===== src/rtl/pwm_io_pkg.sv =====
package pwm_io_pkg;

  localparam int PSC_W = 8;
  localparam int CTRL_W = 16;

  typedef enum logic [1:0] {
    ADDR_CTRL   = 2'd0,
    ADDR_PERIOD = 2'd1,
    ADDR_PULSE  = 2'd2,
    ADDR_STATUS = 2'd3
  } reg_addr_e;

  typedef struct packed {
    logic [PSC_W-1:0] psc;
    logic [2:0]       rsvd;
    logic             frz_en;
    logic             imm;
    logic             dir;
    logic             pol;
    logic             en;
  } ctrl_t;

endpackage


===== src/rtl/pwm_regs.sv =====
module pwm_regs
  import pwm_io_pkg::*;
#(
  parameter int CNT_W  = 16,
  parameter int DATA_W = 16
) (
  input  logic              clk,
  input  logic              rst,
  input  logic              wr_en,
  input  logic [1:0]        wr_addr,
  input  logic [DATA_W-1:0] wr_data,
  input  logic [1:0]        rd_addr,
  input  logic              pin_sync,
  output ctrl_t             ctrl_o,
  output logic [CNT_W-1:0]  per_buf_o,
  output logic [CNT_W-1:0]  pul_buf_o,
  output logic              per_wr_o,
  output logic              pul_wr_o,
  output logic              en_rise_o,
  output logic [PSC_W-1:0]  start_psc_o,
  output logic [DATA_W-1:0] rd_data_o
);

  ctrl_t             ctrl_q;
  ctrl_t             ctrl_wr;
  logic [CNT_W-1:0]  per_q;
  logic [CNT_W-1:0]  pul_q;
  logic              ctrl_wr_s;
  logic [DATA_W-1:0] rd_mux;

  assign ctrl_wr     = ctrl_t'(wr_data[CTRL_W-1:0]);
  assign ctrl_wr_s   = wr_en && (wr_addr == ADDR_CTRL);
  assign per_wr_o    = wr_en && (wr_addr == ADDR_PERIOD);
  assign pul_wr_o    = wr_en && (wr_addr == ADDR_PULSE);
  assign en_rise_o   = ctrl_wr_s && ctrl_wr.en && !ctrl_q.en;
  assign start_psc_o = ctrl_wr.psc;

  always_ff @(posedge clk) begin
    if (rst) begin
      ctrl_q <= '0;
      per_q  <= '0;
      pul_q  <= '0;
    end else begin
      if (ctrl_wr_s) begin
        ctrl_q      <= ctrl_wr;
        ctrl_q.rsvd <= '0;
      end
      if (per_wr_o) per_q <= wr_data[CNT_W-1:0];
      if (pul_wr_o) pul_q <= wr_data[CNT_W-1:0];
    end
  end

  always_comb begin
    rd_mux = '0;
    case (reg_addr_e'(rd_addr))
      ADDR_CTRL:   rd_mux[CTRL_W-1:0] = ctrl_q;
      ADDR_PERIOD: rd_mux[CNT_W-1:0]  = per_q;
      ADDR_PULSE:  rd_mux[CNT_W-1:0]  = pul_q;
      default:     rd_mux[0]          = pin_sync;
    endcase
  end

  always_ff @(posedge clk) begin
    if (rst) rd_data_o <= '0;
    else     rd_data_o <= rd_mux;
  end

  assign ctrl_o    = ctrl_q;
  assign per_buf_o = per_q;
  assign pul_buf_o = pul_q;


  status_wr_ignored_chk: assert property (@(posedge clk) disable iff (rst)
    (wr_en && wr_addr == ADDR_STATUS) |=> ($stable(ctrl_q) && $stable(per_q) && $stable(pul_q)));

endmodule


===== src/rtl/pwm_prescaler.sv =====
module pwm_prescaler
  import pwm_io_pkg::*;
(
  input  logic             clk,
  input  logic             rst,
  input  logic             run,
  input  logic             load,
  input  logic [PSC_W-1:0] load_val,
  input  logic [PSC_W-1:0] modulus,
  output logic             tick_o
);

  logic [PSC_W-1:0] cnt_q;
  logic [PSC_W-1:0] last_mod_q;

  assign tick_o = run && !load && (cnt_q == '0);

  always_ff @(posedge clk) begin
    if (rst) begin
      cnt_q      <= '0;
      last_mod_q <= '0;
    end else if (load) begin
      cnt_q      <= load_val;
      last_mod_q <= load_val;
    end else if (run) begin
      if (cnt_q == '0) begin
        cnt_q      <= modulus;
        last_mod_q <= modulus;
      end else begin
        cnt_q <= cnt_q - 1'b1;
      end
    end
  end


  psc_within_mod_chk: assert property (@(posedge clk) disable iff (rst)
    cnt_q <= last_mod_q);


  psc_steps_down_chk: assert property (@(posedge clk) disable iff (rst)
    (run && !load && cnt_q != '0) |=> (cnt_q == $past(cnt_q) - 1'b1));

endmodule


===== src/rtl/pwm_timebase.sv =====
module pwm_timebase #(
  parameter int CNT_W = 16
) (
  input  logic             clk,
  input  logic             rst,
  input  logic             tick,
  input  logic             start,
  input  logic             imm,
  input  logic             per_wr,
  input  logic             pul_wr,
  input  logic [CNT_W-1:0] wdata,
  input  logic [CNT_W-1:0] per_buf,
  input  logic [CNT_W-1:0] pul_buf,
  output logic             pwm_o
);

  localparam int EXT_W = CNT_W + 1;

  logic [CNT_W-1:0] cnt_q;
  logic [CNT_W-1:0] per_act_q;
  logic [CNT_W-1:0] pul_act_q;
  logic             ff_q;
  logic [CNT_W-1:0] cnt_inc;
  logic             rollover;

  assign cnt_inc  = cnt_q + 1'b1;
  assign rollover = (EXT_W'(cnt_q) + EXT_W'(1)) >= EXT_W'(per_act_q);

  always_ff @(posedge clk) begin
    if (rst) begin
      cnt_q     <= '0;
      per_act_q <= '0;
      pul_act_q <= '0;
      ff_q      <= 1'b0;
    end else if (start) begin
      cnt_q     <= '0;
      per_act_q <= per_buf;
      pul_act_q <= pul_buf;
      ff_q      <= (pul_buf != '0);
    end else begin
      if (tick) begin
        if (rollover) begin
          cnt_q     <= '0;
          per_act_q <= per_buf;
          pul_act_q <= pul_buf;
          ff_q      <= (pul_buf != '0);
        end else begin
          cnt_q <= cnt_inc;
          if (cnt_inc == pul_act_q) ff_q <= 1'b0;
        end
      end
      if (imm && per_wr) per_act_q <= wdata;
      if (imm && pul_wr) pul_act_q <= wdata;
    end
  end

  assign pwm_o = ff_q;


  cnt_hold_chk: assert property (@(posedge clk) disable iff (rst)
    (!tick && !start) |=> $stable(cnt_q));


  cnt_step_chk: assert property (@(posedge clk) disable iff (rst)
    (tick && !start && !rollover) |=> (cnt_q == $past(cnt_q) + 1'b1));


  imm_pulse_chk: assert property (@(posedge clk) disable iff (rst)
    (imm && pul_wr && !start) |=> (pul_act_q == $past(wdata)));

endmodule


===== src/rtl/pwm_pin.sv =====
module pwm_pin #(
  parameter int SYNC_STAGES = 2
) (
  input  logic clk,
  input  logic rst,
  input  logic en,
  input  logic pol,
  input  logic dir,
  input  logic pwm,
  input  logic pin_in,
  output logic pin_out_o,
  output logic pin_oe_o,
  output logic pin_sync_o
);

  logic [SYNC_STAGES-1:0] sync_q;

  generate
    if (SYNC_STAGES == 1) begin : g_one
      always_ff @(posedge clk) begin
        if (rst) sync_q <= '0;
        else     sync_q <= pin_in;
      end
    end else begin : g_chain
      always_ff @(posedge clk) begin
        if (rst) sync_q <= '0;
        else     sync_q <= {sync_q[SYNC_STAGES-2:0], pin_in};
      end
    end
  endgenerate

  assign pin_sync_o = sync_q[SYNC_STAGES-1];

  always_ff @(posedge clk) begin
    if (rst) begin
      pin_out_o <= 1'b0;
      pin_oe_o  <= 1'b0;
    end else begin
      pin_out_o <= en ? (pwm ^ pol) : pol;
      pin_oe_o  <= en | dir;
    end
  end


  en_drives_chk: assert property (@(posedge clk) disable iff (rst)
    $past(en) |-> pin_oe_o);


  gpio_in_chk: assert property (@(posedge clk) disable iff (rst)
    $past(!en && !dir) |-> !pin_oe_o);


  gpio_level_chk: assert property (@(posedge clk) disable iff (rst)
    $past(!en) |-> (pin_out_o == $past(pol)));

endmodule


===== src/rtl/pwm_io_channel.sv =====
module pwm_io_channel
  import pwm_io_pkg::*;
#(
  parameter int CNT_W       = 16,
  parameter int DATA_W      = 16,
  parameter int SYNC_STAGES = 2
) (
  input  logic              clk,
  input  logic              rst,
  input  logic              wr_en,
  input  logic [1:0]        wr_addr,
  input  logic [DATA_W-1:0] wr_data,
  input  logic [1:0]        rd_addr,
  output logic [DATA_W-1:0] rd_data,
  input  logic              freeze_in,
  input  logic              pin_in,
  output logic              pin_out,
  output logic              pin_oe
);

  ctrl_t            ctrl;
  logic [CNT_W-1:0] per_buf;
  logic [CNT_W-1:0] pul_buf;
  logic             per_wr;
  logic             pul_wr;
  logic             en_rise;
  logic [PSC_W-1:0] start_psc;
  logic             pin_sync;
  logic             halted;
  logic             run;
  logic             tick;
  logic             pwm;

  assign halted = ctrl.frz_en && freeze_in;
  assign run    = ctrl.en && !halted;

  pwm_regs #(.CNT_W(CNT_W), .DATA_W(DATA_W)) regs_i (
    .clk(clk), .rst(rst), .wr_en(wr_en), .wr_addr(wr_addr), .wr_data(wr_data),
    .rd_addr(rd_addr), .pin_sync(pin_sync), .ctrl_o(ctrl), .per_buf_o(per_buf),
    .pul_buf_o(pul_buf), .per_wr_o(per_wr), .pul_wr_o(pul_wr), .en_rise_o(en_rise),
    .start_psc_o(start_psc), .rd_data_o(rd_data)
  );

  pwm_prescaler psc_i (
    .clk(clk), .rst(rst), .run(run), .load(en_rise), .load_val(start_psc),
    .modulus(ctrl.psc), .tick_o(tick)
  );

  pwm_timebase #(.CNT_W(CNT_W)) tb_i (
    .clk(clk), .rst(rst), .tick(tick), .start(en_rise), .imm(ctrl.imm),
    .per_wr(per_wr), .pul_wr(pul_wr), .wdata(wr_data[CNT_W-1:0]),
    .per_buf(per_buf), .pul_buf(pul_buf), .pwm_o(pwm)
  );

  pwm_pin #(.SYNC_STAGES(SYNC_STAGES)) pin_i (
    .clk(clk), .rst(rst), .en(ctrl.en), .pol(ctrl.pol), .dir(ctrl.dir), .pwm(pwm),
    .pin_in(pin_in), .pin_out_o(pin_out), .pin_oe_o(pin_oe), .pin_sync_o(pin_sync)
  );


  freeze_no_tick_chk: assert property (@(posedge clk) disable iff (rst)
    halted |-> !tick);

endmodule


===== config.mk =====
export PLATFORM = sky130hd
export DESIGN_NAME = pwm_io_channel
export DESIGN_NICKNAME = d
export VERILOG_FILES = /design/src/rtl/pwm_io_pkg.sv /design/src/rtl/pwm_regs.sv /design/src/rtl/pwm_prescaler.sv /design/src/rtl/pwm_timebase.sv /design/src/rtl/pwm_pin.sv /design/src/rtl/pwm_io_channel.sv
export SDC_FILE = /design/constraint.sdc
export NUM_CORES = 1
export LEC_CHECK = 0
export CORE_MARGIN = 2
export CORE_UTILIZATION = 41
export CTS_CLUSTER_DIAMETER = 60
export DETAILED_ROUTE_END_ITERATION = 6
export DONT_BUFFER_PORTS = 1
export HOLD_SLACK_MARGIN = 0.1
export SYNTH_ARGS = -nofsm -noshare
export SYNTH_HDL_FRONTEND = slang
export SYNTH_HIERARCHICAL = 1
export SYNTH_SLANG_ARGS = --single-unit

===== constraint.sdc =====
create_clock -name clk -period 4.4 [get_ports clk]
set_input_delay 0 -clock clk [delete_from_list [all_inputs] [get_ports clk]]
set_output_delay 0 -clock clk [all_outputs]
set_load 0.01 [all_outputs]

# After elaboration in Yosys (flattened, before gate mapping)
# Cells that the tools add are included.
# op_classes
add_sub_neg	3
order_cmp	1
n_eq_ne	5
muxes	19
n_bitwise	2
reduce_logical	29
# ops
op	n
16-bit 2-to-1 mux	9
15-bit case mux with 3 select lines	1
8-bit 2-to-1 mux	3
16-bit by 1-bit adder with 17-bit output, second input constant	1
17-bit by 16-bit greater-or-equal comparator with 1-bit output	1
16-bit by 1-bit adder with 16-bit output, second input constant	1
16-bit == test	1
16-bit nonzero test	1
3-bit nonzero test	5
1-bit logical AND	11
8-bit zero test	1
8-bit by 1-bit subtractor with 8-bit output, second input constant	1
2-bit AND reduction	3
1-bit 2-to-1 mux	5
2-bit by 1-bit == test with 1-bit output, second input constant	2
2-bit == test, second input constant	2
2-bit zero test	2
2-bit nonzero test	2
1-bit zero test	3
1-bit case mux with 3 select lines	1
2-bit OR reduction	1
1-bit bitwise OR	1
1-bit bitwise XOR	1
# totals
register_bits	122
in_bits	25
output_inout_bits	18
wordCells	76

# Longest topological paths before layout
# Gate-level depths: netlist (run 1).
# depth
ltp_word	10
mapped_depth	15
depth_no_buf	12

# Modules after synthesis
# The synthesis (run 1) kept the hierarchy.
# by_module_without_submodules
mod	n_inst	cells_per_inst	area_each_um2	seq_area_each_um2
pwm_timebase	1	405	3453.3	980.9
pwm_regs	1	237	2567.5	1221.2
pwm_prescaler	1	74	635.6	160.2
pwm_pin	1	11	126.4	80.1
pwm_io_channel	1	1	11.3	0.0

# Worst setup path after synthesis (run 1)
# Ideal clock, no wire load.
# synth_timing
path_kind	register to register
from	register tb_i.cnt_q[0]
to	register tb_i.per_act_q[0]
setup_ns	0.134
arrival_time_ns	3.336
required_time_ns	4.266
path_slack_ns	0.930
path_stages_with_launch	16
path_buffers	3
synth_period_minus_slack_ns	3.470
cell_sequence	dfxtp_1 ha_1 nand4_4 or4_1 buf_2 xnor2_1 ha_1 nand2_1 or2_1 a211o_1 o2111a_1 o211a_1 nand2b_1 buf_2 buf_2 a211oi_1
# synth_via
elab_chain_cells	4
# synth_lines
element	line_no	source
from (decl)	pwm_timebase.sv:19	logic [CNT_W-1:0] cnt_q;
from (signal assigned)	pwm_timebase.sv:48	cnt_q <= cnt_inc;
16-bit by 1-bit adder with 17-bit output	pwm_timebase.sv:27	assign rollover = (EXT_W'(cnt_q) + EXT_W'(1)) >= EXT_W'(per_act_q);
17-bit by 16-bit greater-or-equal comparator with 1-bit output	pwm_timebase.sv:27	
3-bit nonzero test (no source line)	n/a	
2-bit AND reduction (no source line)	n/a	
to (signal assigned)	pwm_timebase.sv:37	per_act_q <= per_buf;
to (signal assigned)	pwm_timebase.sv:44	per_act_q <= per_buf;
to (signal assigned)	pwm_timebase.sv:52	if (imm && per_wr) per_act_q <= wdata;
to (decl)	pwm_timebase.sv:20	logic [CNT_W-1:0] per_act_q;
# No other way between the ends.
# A chain may end at the register's enable or synchronous reset.

# Final worst setup path (run 1)
# layout_timing
from	register tb_i.cnt_q[0]
to	register tb_i.per_act_q[11]
# The elaborated chain is that of the path after synthesis.

==> results of run 1 <==
-- layer usage --
metal | share of wire | vias up
met5 | 0 | -
met4 | 0.021 | 0
met3 | 0.046 | 27
met2 | 0.47 | 143
met1 | 0.46 | 2575
li1 | - | 2624
-- sequential cells by signal, summed over array words and instances, names as in the netlist --
signal and cells:
regs_i/per_buf_o 16, regs_i/pul_buf_o 16, regs_i/rd_data_o 16, tb_i/cnt_q 16, tb_i/per_act_q 16, tb_i/pul_act_q 16
regs_i/ctrl_o 13, psc_i/cnt_q 8, pin_i/sync_q 2, pin_i/pin_oe_o 1, pin_i/pin_out_o 1, tb_i/pwm_o 1
-- power groups by stage --
stage	Sequential, W	Clock [W]	Combinational, W
CTS	0.00119	0.00152	0.000348
global placement	0.00121	0	0.000293
detailed placement	0.00121	0	0.000299
floorplan	0.00120	0	0.000262
global route	0.00119	0.00157	0.000380
finish	0.00119	0.00150	0.000351
-- through the flow --
stage | std cells | util | cell area [µm²]
4_1_cts | 947 | 0.4798 | 7677
3_5_place_dp | 888 | 0.4222 | 6755
2_1_floorplan | 724 | - | 6768
3_3_place_gp | 888 | 0.4222 | 6755
6_report | 948 | 0.4800 | 7680
5_1_grt | 948 | 0.4800 | 7680
-- path summary, 6_finish.rpt --
kind,from,endpoint,slack [ns],cells past startpoint
worst max-delay path,tb_i/cnt_q[0]$_SDFFE_PP0P_,tb_i/per_act_q[11]$_SDFFE_PP0P_,0.29,12
worst max register to register,tb_i/cnt_q[0]$_SDFFE_PP0P_,tb_i/per_act_q[11]$_SDFFE_PP0P_,0.29,12
worst min-delay path,wr_addr[0],regs_i/ctrl_o[8]$_SDFFE_PP0P_,0.12,3
worst min register to register,regs_i/per_buf_o[6]$_SDFFE_PP0P_,regs_i/per_buf_o[6]$_SDFFE_PP0P_,0.50,2
-- cell type report --
type                            count  area share
Tap cell                          216     0.03519
Clock inverter                     13     0.02493
Timing Repair Buffer               34     0.04594
Multi-Input combinational cell    513      0.5033
Clock buffer                       19     0.05767
Inverter                           30     0.01466
Antenna cell                        1   0.0003258
Sequential cell                   122      0.3180
-- critical path, stage by stage (launching register included) --
cell	delay, ns
dfxtp_1	0.49
ha_1	0.34
nand4_4	0.18
or4_1	0.67
xnor2_1	0.20
ha_1	0.32
nand2_1	0.09
or2_1	0.27
a211o_1	0.30
o2111a_1	0.17
o211a_1	0.28
nand2b_1	0.46
a211oi_1	0.17
-- layout by cell type (no fill, tap or decap), drive strengths merged, types with 4 or more instances in the layout --
cell           n
a211oi        34
a21oi         22
a22o           7
a22oi          4
a31o           5
a31oi          7
buf            8
bufinv         4
clkbuf        19
clkinv         4
dfxtp        122
dlygate4sd3   26
ha            19
inv           32
mux2i         94
nand2         25
nand2b        67
nand3         17
nand3b        12
nand4          6
nor2          19
nor3          45
nor3b          8
nor4          12
o21ai          9
o22ai         17
or2            7
xnor2         15
xor2          12
==> flow_summary.toml, run 1 <==
[run_status]
status = "finished clean"

[timing]
slew_violations = 0
rsz0062_at_grt = "false"
setup_viol = 0
hold_viol = 0
fmax_mhz = 243.5
tns_ns = 0
period_minus_slack_ns = 4.106
worst_slew_pin_slew_ns = 1.056
fin_crit_sh = 0.9332
holdWs_ns = 0.1153
finClkSkew_ns = 0.007935
relSlewSlack = 0.2938
fin_ws_ns = 0.2937

[yosys]
synthCells = 724
avgSynthCellArea_um2 = 9.348
synth_fp_nets = 768
yosysWarnings = 6
syn_area_mm2 = 0.006768

[clock_tree]
cts_setup_buffers = 0
clkTransAtPathRegs_ns = 0.06
cts_tree = "yes"
clk-insertion-delay-late_ns = 0.42
ctsHtreeMaxLevel = 4
clk_root_buffer_cell = "clkbuf_16"
cts_hold_buf = 27
numCtsBuffers = 17
cts.sinks = 122
cts_max_path_buffers = 2
postCtsResizedCells = 0

[floorplanning]
boundaryPins = 43
die_y_um = 132.5
num_rows = 46
die_x_um = 132.5
core_area_mm2 = 0.01600
dieArea_mm2 = 0.01755
start_util = 0.4230

[power]
p_seq_frac = 0.391
power.total_w = 0.003038
ir_worst_vdd_uv = 260.6
clockPowerShare = 0.493
internal_power_w = 0.002271
p_comb_frac = 0.116
p_leak_nw = 3.129
p_switching_w = 0.0007667
sw_frac_of_total = 0.2524
power_density_mw_per_mm2 = 395.5

[critical_path]
critical_path_class = "reg -> reg"
path_max_fanout = 16
endpoint_kind = "register"
worstPathArrival_ns = 4.36
start_kind = "register"
cp.required_ns = 4.66

[route]
post_drt_wl_per_cell_um = 19.21
wirelength_mm = 18.22
drtAntennaViolNets = 0
drc = 0
num_vias = 5369
drtPass1Iterations = 5
routed_via_density = 5.664
drt_iter0_drc = 431

[final_layout]
seqCellArea_mm2 = 0.002442
final_nets = 762
nFillCells = 1524
syn_to_final_growth_pct = 13.48
multi_input_area_mm2 = 0.003865
layout-drive-gt1-share = 0.09713

[global_routing]
grt_pass1_wl_mm = 28.98
antenna_found_initial = 1
grt_start_max_net_pins = 117
grt_use_met2 = 0.3325
met3_usage = 0.04904
top_usage_layer = "met2"
grt_usage = 0.2087
grt_pass1_vias = 5330
grtUsageMet1 = 0.2738
grt-ovfl-total = 0

[placed_design]
gp_congestion = 0.8551
numPortBuffers = 0
dp_slack_ns = 0.3665
dp_hpwl_mm = 12.46

[hold_path]
hp-class = "in -> reg"

[job]
maxCapViolations = 0
Note: power is estimated with default switching activity, not from simulation.
==> run 2, diff against run 1 <==
- ABC_AREA: default -> 1
==> flow_summary.toml, run 2 <==
[clock_tree]
postCtsResizedCells = 0
clk-insertion-delay-late_ns = 0.42
cts_setup_buffers = 0
numCtsBuffers = 17
clkTransAtPathRegs_ns = 0.06
ctsHtreeMaxLevel = 4
clk_root_buffer_cell = "clkbuf_16"
cts_tree = "yes"
cts_max_path_buffers = 2
cts_hold_buf = 47
cts.sinks = 122

[final_layout]
postLayoutCoreUtil = 0.4769
syn_to_final_growth_pct = 13.76
final_cells = 1318
mostFrequentLayoutCell = "nand2_1"
final_nets = 1129
mostFrequentLayoutCells = "nand2_1 (293), nor2_1 (197), dfxtp_1 (122)"
layout-drive-gt1-share = 0.07195
antenna_cells = 0

[floorplanning]
die_y_um = 134.0
die_x_um = 134.0
dieArea_mm2 = 0.01795
boundaryPins = 43
core_area_mm2 = 0.01652
start_util = 0.4192
num_rows = 47

[job]
maxCapViolations = 0

[timing]
period_minus_slack_ns = 3.342
finClkSkew_ns = 0.008724
slew_violations = 0
hold_viol = 0
rsz0062_at_grt = "false"
relSlewSlack = 0.4090
fin_crit_sh = 0.7596
setup_viol = 0
fmax_mhz = 299.2
tns_ns = 0
fin_ws_ns = 1.058
worst_slew_pin_slew_ns = 0.8832

[route]
drtAntennaViolNets = 0
drc = 0
drtPass1Iterations = 5
routed_via_density = 4.964
num_vias = 6543
drt_iter0_drc = 492
wirelength_mm = 19.18
post_drt_wl_per_cell_um = 14.55

[global_routing]
grt_start_max_net_pins = 57
grtUsageMet1 = 0.2869
met3_usage = 0.04195
antenna_found_initial = 0
grt_usage = 0.2225
grt_use_met2 = 0.3638
top_usage_layer = "met2"
grt-ovfl-total = 0
grt_pass1_wl_mm = 31.49
grt_pass1_vias = 6160

[yosys]
avgSynthCellArea_um2 = 6.492
yosysWarnings = 6
synth_fp_nets = 1111
synthCells = 1067
syn_area_mm2 = 0.006927

[power]
power_density_mw_per_mm2 = 375.9
ir_worst_vdd_uv = 313.0
clockPowerShare = 0.428
p_seq_frac = 0.414
internal_power_w = 0.002084
sw_frac_of_total = 0.2965
p_switching_w = 0.0008781
p_leak_nw = 3.374
p_comb_frac = 0.157

[critical_path]
crit_buf_inv = 0
critical_path_class = "reg -> reg"
path_max_fanout = 15
start_kind = "register"
endpoint_kind = "register"
path_delay_family = "simple AND/OR/NAND/NOR gates"
worstPathArrival_ns = 3.68
cp.required_ns = 4.73
max_stage_delay_ns = 0.55
crit_slowest_cell = "nor2_2"
cpMostUsedCell = "nand2_1"
crit_chain = "ha_1 -> nand2_2 -> nor2_4 -> nand3_1 -> xor2_1 -> ha_1 -> nand2_1 -> nor2_1 -> nand2_1 -> a21oi_1 -> nor2_1 -> nand2_1 -> nand2_1 -> nand2_1 -> nand2_1 -> nand2_1 -> nor2_2 -> nand2_1 -> a21oi_1"

[placed_design]
dp_slack_ns = 1.095
dp_hpwl_mm = 13.31
gp_congestion = 0.8308
numPortBuffers = 0
dp_cells = 1239

[hold_path]
hp-class = "in -> reg"

[run_status]
status = "finished clean"
==> run 2: layout make-up <==
cell class              count  area (µm²)
well taps                 220       275.3
repair buffers             51       500.5
inverters                 124       470.5
clock inverters            11       72.57
multi-input cells         769        3659
flip-flops and latches    122        2442
clock buffers              21       460.4
fillers                  1719        8645
==> run 2: worst reg2reg max path, stage by stage (launching register included) <==
cell and delay, ns:
dfxtp_1 0.42, ha_1 0.28, nand2_2 0.11, nor2_4 0.19, nand3_1 0.14, xor2_1 0.25
ha_1 0.29, nand2_1 0.09, nor2_1 0.06, nand2_1 0.07, a21oi_1 0.04, nor2_1 0.10
nand2_1 0.06, nand2_1 0.05, nand2_1 0.05, nand2_1 0.11, nand2_1 0.08, nor2_2 0.55
nand2_1 0.12, a21oi_1 0.18
==> run 2: worst paths after layout <==
kind                                            startpoint                        endpoint  slack [ns]  depth (start not counted)
worst max register to register  tb_i/cnt_q[0]$_SDFFE_PP0P_      tb_i/cnt_q[7]$_SDFFE_PP0P_        1.06                         19
worst max-delay path            tb_i/cnt_q[0]$_SDFFE_PP0P_      tb_i/cnt_q[7]$_SDFFE_PP0P_        1.06                         19
worst min-delay path                                   rst  regs_i/ctrl_o[11]$_SDFFE_PP0P_        0.14                          3
worst min register to register  pin_i/sync_q[0]$_SDFF_PP0_      pin_i/sync_q[1]$_SDFF_PP0_        0.41                          2
==> run 2: per-layer routing <==
layer	wire, µm	vias to the layer above
met2	8867	137
li1	-	3392
met1	9041	2976
met5	0	-
met4	572	0
met3	703	38
==> run 2: stage by stage <==
stage | power [W] | hold WS (ns) | area (µm²)
global placement | 0.001655 | 0.07029 | 6877
CTS | 0.002979 | 0.1055 | 7880
floorplan | 0.001598 | 0.06907 | 6927
global route | 0.003105 | 0.1756 | 7880
finish | 0.002962 | 0.1377 | 7880
detailed placement | 0.001659 | 0.07097 | 6877
==> run 2: power by group through the flow <==
stage,Combinational (W),Sequential [W],Clock [W]
after floorplan,0.000368,0.00123,0
after global placement,0.000406,0.00125,0
after detailed placement,0.000409,0.00125,0
after CTS,0.000462,0.00123,0.00129
after global routing,0.000533,0.00123,0.00134
final,0.000466,0.00123,0.00127
==> run 3, diff against run 2 <==
- ABC_AREA: 1 -> 0
- clock period: 4.4 -> 3.34 ns (I/O delays scaled with it)
==> flow_summary.toml, run 3 (synthesis results as in run 1) <==
[final_layout]
mostFrequentLayoutCell = "dfxtp_1"
mostFrequentLayoutCells = "dfxtp_1 (116), mux2i_1 (94), nand2b_1 (67)"
stdcell_area_mm2 = 0.008169
antenna_cells = 0
final_cells = 996
syn_to_final_growth_pct = 20.71
layout-drive-gt1-share = 0.1667
nFillCells = 1510
final_nets = 811

[global_routing]
grtUsageMet1 = 0.2903
antenna_found_initial = 0
grt_pass1_vias = 5508
grt_pass1_wl_mm = 29.93
grt_start_max_net_pins = 118
top_usage_layer = "met2"
met3_usage = 0.04521
grt-ovfl-total = 0
grt_use_met2 = 0.3397
grt_usage = 0.2143

[placed_design]
dp_hpwl_mm = 12.82
gp_congestion = 0.8923
dp_cells = 928
dp_slack_ns = -0.02867
numPortBuffers = 0
placed_cell_area_mm2 = 0.007082

[hold_path]
hp-class = "in -> reg"
min_from = "wr_addr[0]"
holdPathEnd = "regs_i/ctrl_o[8]$_SDFFE_PP0P_"
hold_depth = 3

[timing]
fin_crit_sh = 0.9768
period_minus_slack_ns = 3.263
relSlewSlack = 0.2449
fmax_mhz = 306.5
finClkSkew_ns = 0.009551
rsz0062_at_grt = "true"
fin_ws_ns = 0.07735
slew_violations = 0
holdWs_ns = 0.1561
hold_viol = 0
setup_viol = 0
worst_slew_pin_slew_ns = 1.129

[critical_path]
endpoint_kind = "register"
timing.rr.start = "tb_i/cnt_q[0]$_SDFFE_PP0P_"
cp.required_ns = 3.66
critical_path_class = "reg -> reg"
worstPathArrival_ns = 3.58
start_kind = "register"
reg2reg_depth = 13
path_max_fanout = 8
max_stage_delay_ns = 0.57
r2r-end = "tb_i/pul_act_q[13]$_SDFFE_PP0P_"
r2r_setup_slack_ns = 0.08
crit_chain = "ha_4 -> nand4_4 -> or4_4 -> xnor2_2 -> ha_1 -> nand2_2 -> or2_1 -> a211o_1 -> o2111a_2 -> o211ai_4 -> clkbuf_16 -> nor3_1 -> a211oi_1"
crit_slowest_cell = "or4_4"

[clock_tree]
cts_tree = "yes"
clk_root_buffer_cell = "clkbuf_16"
clkTransAtPathRegs_ns = 0.05
numCtsBuffers = 17
clk-insertion-delay-late_ns = 0.41
cts_max_path_buffers = 2
cts.sinks = 122
ctsHtreeMaxLevel = 4

[power]
p_leak_nw = 3.413
p_seq_frac = 0.391
internal_power_w = 0.003009
p_comb_frac = 0.130
power.total_w = 0.004001
sw_frac_of_total = 0.2479
ir_worst_vdd_uv = 426.9
clockPowerShare = 0.479
power_density_mw_per_mm2 = 489.8
p_switching_w = 0.0009920

[floorplanning]
die_x_um = 132.5
boundaryPins = 43
start_util = 0.4230
num_rows = 46
core_area_mm2 = 0.01600
die_y_um = 132.5
dieArea_mm2 = 0.01755

[route]
drc = 0
drt_iter0_drc = 410
drtAntennaViolNets = 0
wirelength_mm = 18.88
routed_via_density = 5.607
drtPass1Iterations = 5
num_vias = 5585
post_drt_wl_per_cell_um = 18.95

[run_status]
status = "finished clean"

[job]
maxCapViolations = 0
## run 3: cell count changes in the layout (fill, tap and decap cells not counted), sizes merged, moves of 42 or more
cell / delta
nor3: +42
inv: -92
o21ai: -60
nor2: -191
nand3: -66
nand2: -275
nand2b: +67
buf: +48
mux2i: +94
## run 3: critical path: cells and delay by family, from the launching register on
family,cells,cell delay (ns)
AO/OA/AOI/OAI,4,0.98
XOR/XNOR,1,0.15
adder cells (fa/ha/maj),2,0.47
buffers and inverters,1,0.22
flip-flops,1,0.36
AND/OR/NAND/NOR,5,0.99
## run 3: layer usage
metal	vias up	routed length [µm]
li1	2714	-
met1	2691	8781
met2	158	9005
met3	22	800
met4	0	290
met5	-	0
## run 3: power by group through the flow
stage | registers (W) | clock network (W) | logic, W
final | 0.00156 | 0.00192 | 0.000522
after global placement | 0.00159 | 0 | 0.000416
after floorplan | 0.00158 | 0 | 0.000346
after CTS | 0.00156 | 0.00194 | 0.000493
after detailed placement | 0.00159 | 0 | 0.000427
after global routing | 0.00157 | 0.00200 | 0.000562
## run 3: stage by stage
step	TNS (ns)	util
global placement	0	0.4426
finish	0	0.5106
CTS	0	0.5010
global route	-0.1512	0.5106
detailed placement	-0.07279	0.4426
floorplan	0	-
## run 3: area by class of cell
cell class / instances / area (µm²) / area share
multi-input cells: 513 / 3938 / 0.4820
flip-flops and latches: 122 / 2455 / 0.3005
repair buffers: 83 / 783.3 / 0.09588
clock buffers: 21 / 440.4 / 0.05391
well taps: 216 / 270.3 / 0.03308
clock inverters: 11 / 170.2 / 0.02083
inverters: 30 / 112.6 / 0.01378
## run 3: what timing repair did
item / 4_1_cts / 5_1_grt
gates resized for setup: 2 / 18
endpoints found under the setup margin: 16 / 47
gates cloned: 0 / 3
pin swaps: 0 / 18
hold buffers: 30 / 0
setup buffers: 0 / 3
endpoints found under the hold margin: 115 / 0
## run 3: worst max-delay path by stage
| stage | end | slack, ns | cells past startpoint | from |
|---|---|---|---|---|
| 5_1_grt | tb_i/pul_act_q[2]$_SDFFE_PP0P_ | -0.03 | 13 | tb_i/cnt_q[0]$_SDFFE_PP0P_ |
| 3_5_place_dp | tb_i/pul_act_q[9]$_SDFFE_PP0P_ | -0.03 | 13 | tb_i/cnt_q[1]$_SDFFE_PP0P_ |
| 3_3_place_gp | tb_i/pul_act_q[10]$_SDFFE_PP0P_ | 0.06 | 13 | tb_i/cnt_q[1]$_SDFFE_PP0P_ |
| 2_1_floorplan | tb_i/per_act_q[0]$_SDFFE_PP0P_ | 0.002 | 15 | tb_i/cnt_q[1]$_SDFFE_PP0P_ |
| 4_1_cts | tb_i/pul_act_q[9]$_SDFFE_PP0P_ | 0.02 | 14 | tb_i/cnt_q[1]$_SDFFE_PP0P_ |
| 6_report | tb_i/pul_act_q[13]$_SDFFE_PP0P_ | 0.08 | 13 | tb_i/cnt_q[0]$_SDFFE_PP0P_ |
